$ cat src/rtl/fuse_rd_pkg.sv
`timescale 1ns/1ps
package fuse_rd_pkg;

    localparam int DATA_W  = 32;
    localparam int FADDR_W = 11;

    // register byte offsets
    localparam int OFS_CTRL = 'h04;
    localparam int OFS_DATA = 'h08;
    localparam int OFS_CFG  = 'h10;

    // encrypt-enable position in the config word
    localparam int ENC_POS = 10;

    // control word layout, msb first
    typedef struct packed {
        logic [3:0]         rsvd_hi;
        logic               pwr_down;
        logic               rd_busy;
        logic               rd_go;
        logic               rd_arm;
        logic [7:0]         wr_byte;
        logic               rsvd_mid;
        logic               wr_busy;
        logic               wr_go;
        logic               wr_arm;
        logic               addr_stb;
        logic [FADDR_W-1:0] faddr;
    } ctl_word_t;

    localparam ctl_word_t CTL_RESET = '{pwr_down: 1'b1, default: '0};

    typedef enum logic {
        SEQ_IDLE  = 1'b0,
        SEQ_FETCH = 1'b1
    } seq_state_e;

    // stored copy of a written control word: status and reserved bits dropped
    function automatic ctl_word_t ctl_sanitize(input ctl_word_t c);
        ctl_word_t r;
        r          = c;
        r.rsvd_hi  = '0;
        r.rsvd_mid = 1'b0;
        r.rd_busy  = 1'b0;
        r.wr_busy  = 1'b0;
        return r;
    endfunction

    // fixed fuse contents
    function automatic logic [7:0] fuse_byte(input logic [8:0] a);
        logic [7:0] t;
        t = a[7:0] * 8'd13 + 8'd7;
        return t ^ {8{a[8]}};
    endfunction

endpackage

$ cat src/rtl/fuse_array.sv
`timescale 1ns/1ps
module fuse_array
    import fuse_rd_pkg::*;
#(
    parameter int WORD_BYTES = 4,
    parameter int FUSE_BYTES = 512
) (
    input  logic [FADDR_W-1:0] word_idx,
    output logic [DATA_W-1:0]  word
);
    localparam int BA_W      = $clog2(FUSE_BYTES);
    localparam int IDX_LIMIT = FUSE_BYTES / WORD_BYTES;
    localparam int LANES     = DATA_W / 8;

    logic [7:0] rom [FUSE_BYTES];
    logic       in_range;

    for (genvar g = 0; g < FUSE_BYTES; g++) begin : g_rom
        assign rom[g] = fuse_byte(9'(g));
    end

    assign in_range = (int'(word_idx) < IDX_LIMIT);

    for (genvar b = 0; b < LANES; b++) begin : g_lane
        if (b < WORD_BYTES) begin : g_on
            logic [BA_W-1:0] ba;
            assign ba = BA_W'({2'b00, word_idx} * 13'(WORD_BYTES) + 13'(b));
            assign word[8*b +: 8] = in_range ? rom[ba] : 8'h00;
        end else begin : g_off
            assign word[8*b +: 8] = 8'h00;
        end
    end

endmodule

$ cat src/rtl/fuse_rd_seq.sv
`timescale 1ns/1ps
module fuse_rd_seq
    import fuse_rd_pkg::*;
#(
    parameter int WORD_BYTES   = 4,
    parameter int FETCH_CYCLES = 16,
    parameter int FUSE_BYTES   = 512
) (
    input  logic               clk,
    input  logic               rst,
    input  logic               start_req,
    input  logic [FADDR_W-1:0] addr_lat,
    output logic               busy,
    output logic               launch,
    output logic [DATA_W-1:0]  data_q,
    output logic [FADDR_W-1:0] fetch_addr
);
    localparam int CNT_W = (FETCH_CYCLES > 1) ? $clog2(FETCH_CYCLES) : 1;

    seq_state_e         state_q;
    logic [CNT_W-1:0]   cnt_q;
    logic [DATA_W-1:0]  word_now;

    fuse_array #(
        .WORD_BYTES (WORD_BYTES),
        .FUSE_BYTES (FUSE_BYTES)
    ) array_i (
        .word_idx (fetch_addr),
        .word     (word_now)
    );

    assign busy   = (state_q == SEQ_FETCH);
    assign launch = start_req && (state_q == SEQ_IDLE);

    always_ff @(posedge clk) begin
        if (rst) begin
            state_q    <= SEQ_IDLE;
            cnt_q      <= '0;
            data_q     <= '0;
            fetch_addr <= '0;
        end else begin
            case (state_q)
                SEQ_IDLE: begin
                    if (launch) begin
                        state_q    <= SEQ_FETCH;
                        cnt_q      <= CNT_W'(FETCH_CYCLES - 1);
                        fetch_addr <= addr_lat;
                    end
                end
                SEQ_FETCH: begin
                    if (cnt_q == '0) begin
                        state_q <= SEQ_IDLE;
                        data_q  <= word_now;
                    end else begin
                        cnt_q <= cnt_q - 1'b1;
                    end
                end
                default: state_q <= SEQ_IDLE;
            endcase
        end
    end

endmodule

$ cat src/rtl/fuse_rd_regs.sv
`timescale 1ns/1ps
module fuse_rd_regs
    import fuse_rd_pkg::*;
#(
    parameter int REG_AW = 5
) (
    input  logic               clk,
    input  logic               rst,
    input  logic               bus_sel,
    input  logic               bus_we,
    input  logic [REG_AW-1:0]  bus_addr,
    input  logic [DATA_W-1:0]  bus_wdata,
    input  logic               rd_busy,
    input  logic [DATA_W-1:0]  rd_word,
    output ctl_word_t          ctl_q,
    output logic               enc_q,
    output logic [FADDR_W-1:0] addr_lat,
    output logic               start_req,
    output logic [DATA_W-1:0]  bus_rdata
);
    localparam logic [REG_AW-1:0] A_CTRL = REG_AW'(OFS_CTRL);
    localparam logic [REG_AW-1:0] A_DATA = REG_AW'(OFS_DATA);
    localparam logic [REG_AW-1:0] A_CFG  = REG_AW'(OFS_CFG);

    ctl_word_t wr_ctl;
    ctl_word_t ctl_view;
    logic      hit_ctrl;
    logic      hit_cfg;

    assign wr_ctl   = ctl_word_t'(bus_wdata);
    assign hit_ctrl = bus_sel && bus_we && (bus_addr == A_CTRL);
    assign hit_cfg  = bus_sel && bus_we && (bus_addr == A_CFG);

    // falling start bit, armed and powered in the same write
    assign start_req = hit_ctrl && ctl_q.rd_go && !wr_ctl.rd_go
                       && wr_ctl.rd_arm && !wr_ctl.pwr_down;

    always_ff @(posedge clk) begin
        if (rst) begin
            ctl_q    <= CTL_RESET;
            enc_q    <= 1'b1;
            addr_lat <= '0;
        end else begin
            if (hit_ctrl) begin
                ctl_q <= ctl_sanitize(wr_ctl);
                if (ctl_q.addr_stb && !wr_ctl.addr_stb) begin
                    addr_lat <= wr_ctl.faddr;
                end
            end
            if (hit_cfg) begin
                enc_q <= bus_wdata[ENC_POS];
            end
        end
    end

    always_comb begin
        ctl_view         = ctl_q;
        ctl_view.rd_busy = rd_busy;
        ctl_view.wr_busy = 1'b0;
        bus_rdata        = '0;
        if (bus_sel && !bus_we) begin
            case (bus_addr)
                A_CTRL:  bus_rdata = ctl_view;
                A_DATA:  bus_rdata = rd_word;
                A_CFG:   bus_rdata[ENC_POS] = enc_q;
                default: bus_rdata = '0;
            endcase
        end
    end

endmodule

$ cat src/rtl/fuse_rd_ctrl.sv
`timescale 1ns/1ps
module fuse_rd_ctrl
    import fuse_rd_pkg::*;
#(
    parameter int WORD_BYTES   = 4,
    parameter int FETCH_CYCLES = 16,
    parameter int FUSE_BYTES   = 512,
    parameter int REG_AW       = 5
) (
    input  logic              clk,
    input  logic              rst,
    input  logic              bus_sel,
    input  logic              bus_we,
    input  logic [REG_AW-1:0] bus_addr,
    input  logic [31:0]       bus_wdata,
    output logic [31:0]       bus_rdata
);
    ctl_word_t          ctl_q;
    logic               enc_q;
    logic [FADDR_W-1:0] addr_lat;
    logic               start_req;
    logic               rd_busy;
    logic               fetch_launch;
    logic [DATA_W-1:0]  rd_word;
    logic [FADDR_W-1:0] fetch_addr;

    fuse_rd_regs #(
        .REG_AW (REG_AW)
    ) regs_i (
        .clk       (clk),
        .rst       (rst),
        .bus_sel   (bus_sel),
        .bus_we    (bus_we),
        .bus_addr  (bus_addr),
        .bus_wdata (bus_wdata),
        .rd_busy   (rd_busy),
        .rd_word   (rd_word),
        .ctl_q     (ctl_q),
        .enc_q     (enc_q),
        .addr_lat  (addr_lat),
        .start_req (start_req),
        .bus_rdata (bus_rdata)
    );

    fuse_rd_seq #(
        .WORD_BYTES   (WORD_BYTES),
        .FETCH_CYCLES (FETCH_CYCLES),
        .FUSE_BYTES   (FUSE_BYTES)
    ) seq_i (
        .clk        (clk),
        .rst        (rst),
        .start_req  (start_req),
        .addr_lat   (addr_lat),
        .busy       (rd_busy),
        .launch     (fetch_launch),
        .data_q     (rd_word),
        .fetch_addr (fetch_addr)
    );

endmodule

$ cat config.mk
export PLATFORM = sky130hd
export DESIGN_NAME = fuse_rd_ctrl
export DESIGN_NICKNAME = d
export VERILOG_FILES = /design/src/rtl/fuse_rd_pkg.sv /design/src/rtl/fuse_array.sv /design/src/rtl/fuse_rd_seq.sv /design/src/rtl/fuse_rd_regs.sv /design/src/rtl/fuse_rd_ctrl.sv
export SDC_FILE = /design/constraint.sdc
export NUM_CORES = 1
export LEC_CHECK = 0
export ABC_CLOCK_PERIOD_IN_PS = 4300
export BUFFER_PORTS_ARGS = -buffer_cell sky130_fd_sc_hd__buf_2
export CAP_MARGIN = 20
export CORE_MARGIN = 2
export CORE_UTILIZATION = 50
export CTS_CLUSTER_DIAMETER = 100
export DETAILED_ROUTE_END_ITERATION = 12
export GPL_TIMING_DRIVEN = 0
export PLACE_DENSITY = 0.77
export SLEW_MARGIN = 15
export SYNTH_ARGS = -nofsm -noshare
export SYNTH_HDL_FRONTEND = slang
export SYNTH_HIERARCHICAL = 1
export SYNTH_SLANG_ARGS = --single-unit
export TNS_END_PERCENT = 20
$ cat constraint.sdc
create_clock -name clk -period 4.3 [get_ports clk]
set_input_delay 0.645 -clock clk [delete_from_list [all_inputs] [get_ports clk]]
set_output_delay 0.645 -clock clk [all_outputs]
set_load 0.02 [all_outputs]
==> results.txt <==
Design Area, Final - 5830 um2
Slowest stage delay, CP - 0.49 ns
Arr. time, crit path - 2.29 ns
Die Ht - 106 um
Slowest cell on the critical path - clkbuf_1
Crit-path max FO - 10
Setup crit start kind - primary input
RR Startpoint - seq_i/fetch_addr[0]
CTS tree - yes
Pwr per Cell Area - 246 nW/um2
Largest net degree at the start of global routing - 15
ANT cells - 0
Root buf cell - clkbuf_8
Syn Std Cell Area - 5150 um2
RSZ-0062 raised after global routing - false
Clock buffer depth - 2
Clk sink count - 85
Crit share post-route - 0.683
Cell Rows - 37
Sw Share - 0.248
Hold path cells - 2
DP Wirelength - 11600 um
Most frequent cells in the layout - 124 x a21oi_1, 108 x nand2_1, 86 x buf_2
Initial antenna violation count - 0
Worst Hold End - seq_i/data_q[28]
Iteration-0 DRC Markers - 503
Initial Util - 0.506
Tot GR Track Use - 0.280
Boundary Pins - 73
CTS clk-pin slew, worst paths - 0.09 ns
Maximum clock frequency - 0.340 GHz
Final-report max-slew violation count - 0
Chip width - 106 um
Clk Latency, worst-skew pair - 0.36 ns
Antenna Nets Post-Route - 0
Instance area after placement - 5650 um2
GPL Wtd Cong - 0.949
Status - completed
Kind of critical path - primary input to output pin
Worst path required time - 3.65 ns
Layout cells sized above 1 - 0.169
Seq pwr share - 0.550
PnR worst setup slack - 1.36 ns
Finish-stage setup viols - 0
Gates resized, CTS repair - 0
Max cap viols - 0
Int Power - 1080 uW
Post-synthesis average cell area - 7.36 um2
Min cycle time layout - 2.94 ns
Ys Warns - 6
Combinational share of power - 0.059
Post-Syn Nets - 753
Hold Vio Cnt, Final - 0
Drt via density - 5.87
Post-CTS Setup Inserts - 0
Clock power share - 0.391
Setup TNS - 0 ns
Synth Instances - 700
Critical path buffers and inverters - 3
Total grt overflow - 0
Residual DRC - 0
TritonRoute pass-1 iters - 5
Crit Reg-Reg Endpoint - seq_i/data_q[7]
Hold Path Class - flop to flop
Net switching power - 355 uW
Reg2Reg Depth - 9
Skew final - 0.0165 ns
Post-Route WL - 15300 um
Final-stage net count - 829
Max-slew headroom - 0.512
Buffers on Ports - 65
Die area - 11100 um2
VDD IR max - 0.162 mV
Vias in the first global route - 5188
First-pass GRT wire length - 25100 um
Core area - 10200 um2
Worst slew pin tran - 0.727 ns
Worst Hold Launch - seq_i/data_q[28]
Inserted Clock Buffers - 9
Setup WS pre-CTS - 1.32 ns
R2r setup slk - 1.56 ns
H-tree depth - 3
Drt wl/cell - 16.7 um
Power Total - 1430 uW
Synth-to-layout area growth - 13.2%
Crit path capture type - output pin
Hold buffers post-CTS - 0
Cell family with most CP delay - buffers and inverters
Routed via count - 5372
CP dominant cell by count - buf_2
Leak - 0.00213 uW
Most common cell after layout, fill and taps aside - a21oi_1
Worst-path cell chain - buf_2, nor3_4, clkbuf_1, nand3_1, a31oi_1, buf_2
==> power groups by stage <==
stage               registers (uW)  logic [uW]  clock network (uW)
floorplan                      806        44.8                   0
global placement               807        80.3                   0
detailed placement             807        82.4                   0
CTS                            788        82.7                 570
global route                   788        91.9                 602
finish                         788        84.9                 560
==> area by class of cell <==
cell class,instances,area [um2]
Buffer,76,420
Clock buffer,9,124
Clock inverter,5,61.3
Fill cell,957,4350
Inverter,9,33.8
Multi-Input combinational cell,530,3000
Sequential cell,85,1700
Tap cell,136,170
Timing Repair Buffer,65,325
==> sequential cells by signal, indices dropped and copies added, names as in the netlist <==
signal and cells:
regs_i/enc_q 1, regs_i/ctl_q 25, seq_i/data_q 32, seq_i/busy 1
regs_i/addr_lat 11, seq_i/cnt_q 4, seq_i/fetch_addr 11
==> stage by stage <==
stage          hold WS (ns)   util  instances
3_5_place_dp          0.447  0.554        901
4_1_cts               0.459  0.573        915
3_3_place_gp          0.443  0.554        901
6_report              0.457  0.573        915
2_1_floorplan         0.432      -        700
5_1_grt               0.483  0.573        915
==> tightest hold or removal path: stages (launching register included) <==
cell	delay, ns
dfxtp_1	0.32
nand2_1	0.05
a21oi_1	0.05
==> worst max-delay path by stage <==
stage	from	end	slack [ns]	cells past startpoint
2_1_floorplan	bus_addr[1]	bus_rdata[11]	1.93	5
3_3_place_gp	bus_addr[1]	seq_i/fetch_addr[5]	1.38	10
3_5_place_dp	bus_addr[1]	seq_i/fetch_addr[2]	1.32	10
4_1_cts	bus_addr[1]	bus_rdata[10]	1.40	6
5_1_grt	bus_addr[1]	bus_rdata[10]	1.21	6
6_report	bus_addr[1]	bus_rdata[10]	1.36	6
==> layer usage <==
| metal | global-route usage | part of all wire | vias to the layer above | wire length (um) |
|---|---|---|---|---|
| li1 | - | - | 2618 | - |
| met1 | 0.363 | 0.44 | 2503 | 6730 |
| met2 | 0.455 | 0.46 | 206 | 7060 |
| met3 | 0.0464 | 0.057 | 45 | 874 |
| met4 | 0.132 | 0.038 | 0 | 582 |
| met5 | 0 | 0 | - | 0 |
Power figures use the tool's default switching activity.
